[config.mk]
export PLATFORM = sky130hd
export DESIGN_NAME = uart_irq_status
export DESIGN_NICKNAME = d
export VERILOG_FILES = /design/src/rtl/uirq_pkg.sv /design/src/rtl/uirq_prio.sv /design/src/rtl/uirq_latch.sv /design/src/rtl/uirq_fcr.sv /design/src/rtl/uart_irq_status.sv
export SDC_FILE = /design/constraint.sdc
export NUM_CORES = 1
export LEC_CHECK = 0
export CAP_MARGIN = 20
export CORE_MARGIN = 2
export CORE_UTILIZATION = 43
export DETAILED_ROUTE_END_ITERATION = 8
export DONT_BUFFER_PORTS = 1
export GPL_TIMING_DRIVEN = 1
export PLACE_DENSITY = 0.56
export REMOVE_ABC_BUFFERS = 1
export SLEW_MARGIN = 25
export SYNTH_ARGS = -nofsm -noshare
export SYNTH_HDL_FRONTEND = slang
export SYNTH_HIERARCHICAL = 1
export SYNTH_SLANG_ARGS = --single-unit
[constraint.sdc]
create_clock -name clk -period 1.7 [get_ports clk]
set_clock_uncertainty 0.15 [all_clocks]
set_input_delay 0.17 -clock clk [delete_from_list [all_inputs] [get_ports clk]]
set_output_delay 0.17 -clock clk [all_outputs]
set_load 0.1 [all_outputs]
[src/rtl/uirq_pkg.sv]
package uirq_pkg;
  localparam int NSRC = 8;
  localparam int CODE_W = 6;

  localparam int RK_LS   = 0;
  localparam int RK_RTO  = 1;
  localparam int RK_RXR  = 2;
  localparam int RK_TX   = 3;
  localparam int RK_MS   = 4;
  localparam int RK_GPIO = 5;
  localparam int RK_XO   = 6;
  localparam int RK_FL   = 7;

  localparam logic [CODE_W-1:0] CODE_IDLE = 6'h01;

  function automatic logic [CODE_W-1:0] rank_code(input int rk);
    case (rk)
      RK_LS:   return 6'h06;
      RK_RTO:  return 6'h0C;
      RK_RXR:  return 6'h04;
      RK_TX:   return 6'h02;
      RK_MS:   return 6'h00;
      RK_GPIO: return 6'h30;
      RK_XO:   return 6'h10;
      default: return 6'h20;
    endcase
  endfunction
endpackage

[src/rtl/uirq_prio.sv]
module uirq_prio
  import uirq_pkg::*;
#(
  parameter int N = NSRC
) (
  input  logic [N-1:0]      pend,
  output logic [N-1:0]      grant,
  output logic              any,
  output logic [CODE_W-1:0] code
);
  logic [N:0] above;

  assign above[0] = 1'b0;

  genvar gi;
  generate
    for (gi = 0; gi < N; gi++) begin : g_rank
      assign grant[gi]   = pend[gi] & ~above[gi];
      assign above[gi+1] = above[gi] | pend[gi];
    end
  endgenerate

  assign any = above[N];

  always_comb begin
    code = any ? '0 : CODE_IDLE;
    for (int i = 0; i < N; i++) begin
      if (grant[i]) code = code | rank_code(i);
    end
  end

  always_comb begin
    a_r2_onehot_grant: assert ($onehot0(grant));
    a_r3_any_grant: assert (any == (grant != '0));
  end
endmodule

[src/rtl/uirq_latch.sv]
module uirq_latch (
  input  logic clk,
  input  logic rst_n,
  input  logic ev_txe,
  input  logic ev_xoff,
  input  logic ev_spec,
  input  logic ev_xon,
  input  logic ev_flow,
  input  logic gate_xo,
  input  logic gate_fl,
  input  logic rd_rise,
  input  logic rep_tx,
  input  logic rep_xo,
  input  logic rep_fl,
  output logic tx_pend,
  output logic xo_pend,
  output logic fl_pend
);
  logic kind_spec;
  logic xo_set;
  logic fl_set;

  assign xo_set = gate_xo & (ev_xoff | ev_spec);
  assign fl_set = gate_fl & ev_flow;

  always_ff @(posedge clk or negedge rst_n) begin
    if (!rst_n) begin
      tx_pend <= 1'b0;
    end else if (ev_txe) begin
      tx_pend <= 1'b1;
    end else if (rd_rise && rep_tx) begin
      tx_pend <= 1'b0;
    end
  end

  always_ff @(posedge clk or negedge rst_n) begin
    if (!rst_n) begin
      xo_pend   <= 1'b0;
      kind_spec <= 1'b0;
    end else if (xo_set) begin
      xo_pend   <= 1'b1;
      kind_spec <= ev_spec;
    end else if (!kind_spec && ev_xon) begin
      xo_pend <= 1'b0;
    end else if (kind_spec && rd_rise && rep_xo) begin
      xo_pend <= 1'b0;
    end
  end

  always_ff @(posedge clk or negedge rst_n) begin
    if (!rst_n) begin
      fl_pend <= 1'b0;
    end else if (fl_set) begin
      fl_pend <= 1'b1;
    end else if (rd_rise && rep_fl) begin
      fl_pend <= 1'b0;
    end
  end

  a_r5_tx_clear: assert property (@(posedge clk) disable iff (!rst_n)
    (rd_rise && rep_tx && !ev_txe) |=> !tx_pend);
  a_r5_tx_hold: assert property (@(posedge clk) disable iff (!rst_n)
    (!tx_pend && !ev_txe) |=> !tx_pend);
  a_r6_gate: assert property (@(posedge clk) disable iff (!rst_n)
    (!gate_xo && !xo_pend) |=> !xo_pend);
  a_r7_xoff_keep: assert property (@(posedge clk) disable iff (!rst_n)
    (xo_pend && !kind_spec && !ev_xon) |=> xo_pend);
  a_r8_flow_gate: assert property (@(posedge clk) disable iff (!rst_n)
    (!gate_fl && !fl_pend) |=> !fl_pend);
endmodule

[src/rtl/uirq_fcr.sv]
module uirq_fcr (
  input  logic clk,
  input  logic rst_n,
  input  logic fcr_wr,
  input  logic fcr_fifo_bit,
  output logic fifo_en
);
  always_ff @(posedge clk or negedge rst_n) begin
    if (!rst_n) fifo_en <= 1'b0;
    else if (fcr_wr) fifo_en <= fcr_fifo_bit;
  end

  a_r4_fifo_load: assert property (@(posedge clk) disable iff (!rst_n)
    fcr_wr |=> (fifo_en == $past(fcr_fifo_bit)));
  a_r4_fifo_keep: assert property (@(posedge clk) disable iff (!rst_n)
    !fcr_wr |=> $stable(fifo_en));
endmodule

[src/rtl/uart_irq_status.sv]
module uart_irq_status
  import uirq_pkg::*;
(
  input  logic            clk,
  input  logic            rst_n,
  input  logic            req_ls,
  input  logic            req_rto,
  input  logic            req_rxrdy,
  input  logic            req_ms,
  input  logic            req_gpio,
  input  logic            ev_txe,
  input  logic            ev_xoff,
  input  logic            ev_spec,
  input  logic            ev_xon,
  input  logic            ev_flow,
  input  logic [NSRC-1:0] irq_en,
  input  logic            ext_en,
  input  logic            rd_stb,
  input  logic            fcr_wr,
  input  logic            fcr_fifo_bit,
  output logic [7:0]      rd_data,
  output logic            irq_n
);
  logic [NSRC-1:0]   pend;
  logic [NSRC-1:0]   grant;
  logic              any;
  logic [CODE_W-1:0] code;
  logic              tx_pend, xo_pend, fl_pend;
  logic              fifo_en;
  logic              rd_q;
  logic              rd_rise;
  logic [7:0]        live;
  logic              gate_xo, gate_fl;

  assign rd_rise = rd_stb & ~rd_q;
  assign gate_xo = ext_en & irq_en[RK_XO];
  assign gate_fl = ext_en & irq_en[RK_FL];

  assign pend[RK_LS]   = req_ls    & irq_en[RK_LS];
  assign pend[RK_RTO]  = req_rto   & irq_en[RK_RTO];
  assign pend[RK_RXR]  = req_rxrdy & irq_en[RK_RXR];
  assign pend[RK_TX]   = tx_pend   & irq_en[RK_TX];
  assign pend[RK_MS]   = req_ms    & irq_en[RK_MS];
  assign pend[RK_GPIO] = req_gpio  & irq_en[RK_GPIO];
  assign pend[RK_XO]   = xo_pend   & gate_xo;
  assign pend[RK_FL]   = fl_pend   & gate_fl;

  uirq_prio #(.N(NSRC)) u_prio (
    .pend  (pend),
    .grant (grant),
    .any   (any),
    .code  (code)
  );

  uirq_latch u_latch (
    .clk     (clk),
    .rst_n   (rst_n),
    .ev_txe  (ev_txe),
    .ev_xoff (ev_xoff),
    .ev_spec (ev_spec),
    .ev_xon  (ev_xon),
    .ev_flow (ev_flow),
    .gate_xo (gate_xo),
    .gate_fl (gate_fl),
    .rd_rise (rd_rise),
    .rep_tx  (grant[RK_TX]),
    .rep_xo  (grant[RK_XO]),
    .rep_fl  (grant[RK_FL]),
    .tx_pend (tx_pend),
    .xo_pend (xo_pend),
    .fl_pend (fl_pend)
  );

  uirq_fcr u_fcr (
    .clk          (clk),
    .rst_n        (rst_n),
    .fcr_wr       (fcr_wr),
    .fcr_fifo_bit (fcr_fifo_bit),
    .fifo_en      (fifo_en)
  );

  assign live  = {fifo_en, fifo_en, code};
  assign irq_n = live[0];

  always_ff @(posedge clk or negedge rst_n) begin
    if (!rst_n) begin
      rd_q    <= 1'b0;
      rd_data <= {2'b00, CODE_IDLE};
    end else begin
      rd_q <= rd_stb;
      if (rd_rise) rd_data <= live;
    end
  end

  a_r9_capture_irq: assert property (@(posedge clk) disable iff (!rst_n)
    rd_rise |=> (rd_data[0] == $past(irq_n)));
  a_r9_hold_during_read: assert property (@(posedge clk) disable iff (!rst_n)
    (rd_stb && rd_q) |-> $stable(rd_data));
  a_r3_irq_vs_pend: assert property (@(posedge clk) disable iff (!rst_n)
    (pend == '0) |-> irq_n);
endmodule

==> impl_results.md <==
- Routed Antenna Nets: 0
- Via-per-instance ratio: a little over 5
- Tcrit/Tclk final: 112%
- Reg2reg setup slack: 0.04 ns
- Initial antenna violation count: 0
- Endpoint of the most critical register-to-register path: u_latch/fl_pend
- TritonRoute pass-1 iters: 2
- Switching power of the nets: 0.000400 W
- Buffer levels on the longest clock path: 2
- Overall die height: 44.9 µm
- Worst Min Path Start: rd_stb
- Synthesis-to-layout area growth: 42.2%
- CTS buffer count: 3
- Depth of the CTS H-tree: 1
- Via count of the first global-routing pass: roughly 530
- Worst Reg2Reg Path Length in Cells: 5
- Share of cells above drive strength 1: 40.9%
- FF-to-FF Start: u_latch/tx_pend
- Data required, critical path: 1.38 ns
- Routed wire length: between 1500 and 2000 µm
- Number of DRC markers after the initial detailed-route iteration: 1
- Dpl cell area: 846 µm²
- Worst Tran Pin Value: 0.593 ns
- Mean routed wirelength per cell: 14.5 µm
- Overall overflow remaining after global route: 0
- Latest clock arrival within the worst-skew pair: 0.28 ns
- Number of sinks driven by the clock tree: 13
- Core ar.: around 1500 µm²
- Largest fanout of any net on the critical path: 3
- Leakage Power: 0.468 nW
- Clock transition at the registers of the reported paths: roughly 0.08 ns
- Synthesized instance count: 62
- Endpoints failing hold: 0
- Placement Rows: 14
- End point of the worst hold path: u_latch/tx_pend
- Total die area: about 2000 µm²
- Placement-stage worst setup slack: -0.0630 ns
- Power Internal: 0.000586 W
- Fraction of power consumed by the clock network: 19.7%
- Sequential share of power: 37.8%
- Final setup vio count: 1
- Min Tclk post-route: 1.91 ns
- Routed vias: 537
- Setup repair after global routing missed its margin: true
- Total of fill cells in the finished design: 131
- Maximum Capacitance Violations: 0
- Highest achievable clock rate: around 0.52 GHz
- Violations in the final reports: setup timing
- Post-Syn Area per Cell: 11.6 µm²
- Fraction of power consumed by combinational cells: 42.5%
- Pins Over Slew Limit: 0
- Last weighted congestion value of the routability-driven placer: 0.689
- Sum of net half-perimeters after detailed placement: 1050 µm
- Pin count of the biggest net entering global routing: 14
- Starting utilization of the core area: a little under half
- Cell Area, Synth: 718 µm²
- Final worst setup slack: -0.211 ns
- Clock tree from TritonCTS: built
- Final cell area excluding filler cells: 1020 µm²
- Ant. Diodes: 0
- Data arrival, critical path: 1.59 ns
- Cell chosen for the clock root: sky130_fd_sc_hd__clkbuf_4
- Die W: about 45 µm
- DRC violations left: 0
- Total Power Consumption: just under 0.001 W
- Worst rel slew slack: 60.3%
- Launching element type of the critical path: flop
- Port-buffer cells: 0
- Type of the worst setup path: flop to primary output
- Worst-case vdd ir drop: 0.000672 V
- Critical Path End Type: primary output
- Status: complete, but fails checks
- TNS Setup: -0.211 ns
- Top library cells by usage in the layout, fill and taps aside: sky130_fd_sc_hd__dlygate4sd3_1 (12), sky130_fd_sc_hd__buf_4 (12), sky130_fd_sc_hd__dfrtp_1 (11)
- Classification of the worst-slack hold path: input port to flop
- Hold path cells: 3
- Switching part of the total: 40.6%
- Fin util: 66.2%
- Wire length of the first global-routing pass: 2350 µm
- Gr usage total: roughly 17%
- Power density relative to cell area: 966 nW/µm²
- Number of nets in the finished design: 113
- Count of pins on the block boundary: 33
- Yosys warning total: 6
-- per-layer routing --
layer	global-route usage, %	wire length, µm	vias to the layer above
met2	27.5	733	22
met5	0	0	-
met1	19.8	639	250
met4	8.82	27	0
li1	-	-	260
met3	6.00	105	5
-- critical path, stage by stage, from the launching register on --
cell                        delay (ns)
sky130_fd_sc_hd__dfrtp_1          0.39
sky130_fd_sc_hd__and2_4           0.14
sky130_fd_sc_hd__or2_4            0.25
sky130_fd_sc_hd__nor4_4           0.27
sky130_fd_sc_hd__clkbuf_16        0.26
-- worst max-delay path by stage --
stage | startpoint | end | slack (ns) | cells past startpoint
finish | u_latch/tx_pend | irq_n | -0.21 | 4
global route | u_latch/tx_pend | irq_n | -0.27 | 4
CTS | u_latch/xo_pend | irq_n | -0.25 | 4
detailed placement | req_ls | irq_n | -0.06 | 4
global placement | req_ls | irq_n | -0.05 | 4
floorplan | req_ls | rd_data[0] | -2.79 | 4
-- state kept, by name, summed over array words and instances (netlist names) --
signal             flops
u_latch/kind_spec      1
u_latch/tx_pend        1
rd_q                   1
u_latch/xo_pend        1
u_latch/fl_pend        1
u_fcr/fifo_en          1
rd_data                7
-- cell type report --
type / count / area (µm²) / area share, %
clock buffers: 4 / 26.3 / 2.57
inverters: 5 / 18.8 / 1.84
multi-input cells: 40 / 373 / 36.5
flip-flops and latches: 13 / 328 / 32.1
well taps: 16 / 20.0 / 1.96
repair buffers: 26 / 255 / 25.0
-- per-stage QoR --
| step | cells | hold slack (ns) |
|---|---|---|
| 4_1_cts | 103 | 0.0944 |
| 3_5_place_dp | 87 | -0.275 |
| 5_1_grt | 104 | 0.121 |
| 2_1_floorplan | 58 | -0.276 |
| 3_3_place_gp | 87 | -0.275 |
| 6_report | 104 | 0.108 |
-- power groups by stage --
stage	registers, W	clock network (W)	logic [W]
6_report	0.000373	0.000194	0.000419
5_1_grt	0.000378	0.000213	0.000436
4_1_cts	0.000373	0.000204	0.000416
3_5_place_dp	0.000377	0	0.000379
3_3_place_gp	0.000376	0	0.000375
2_1_floorplan	0.000559	0	0.000104
-- timing repair --
item	in CTS	in global routing
setup endpoints to repair	1	3
hold buffers	12	0
endpoints found under the hold margin	19	0
buffers inserted	0	1
pin swaps	1	3
gates resized for setup	3	2
Power figures use the tool's default switching activity.
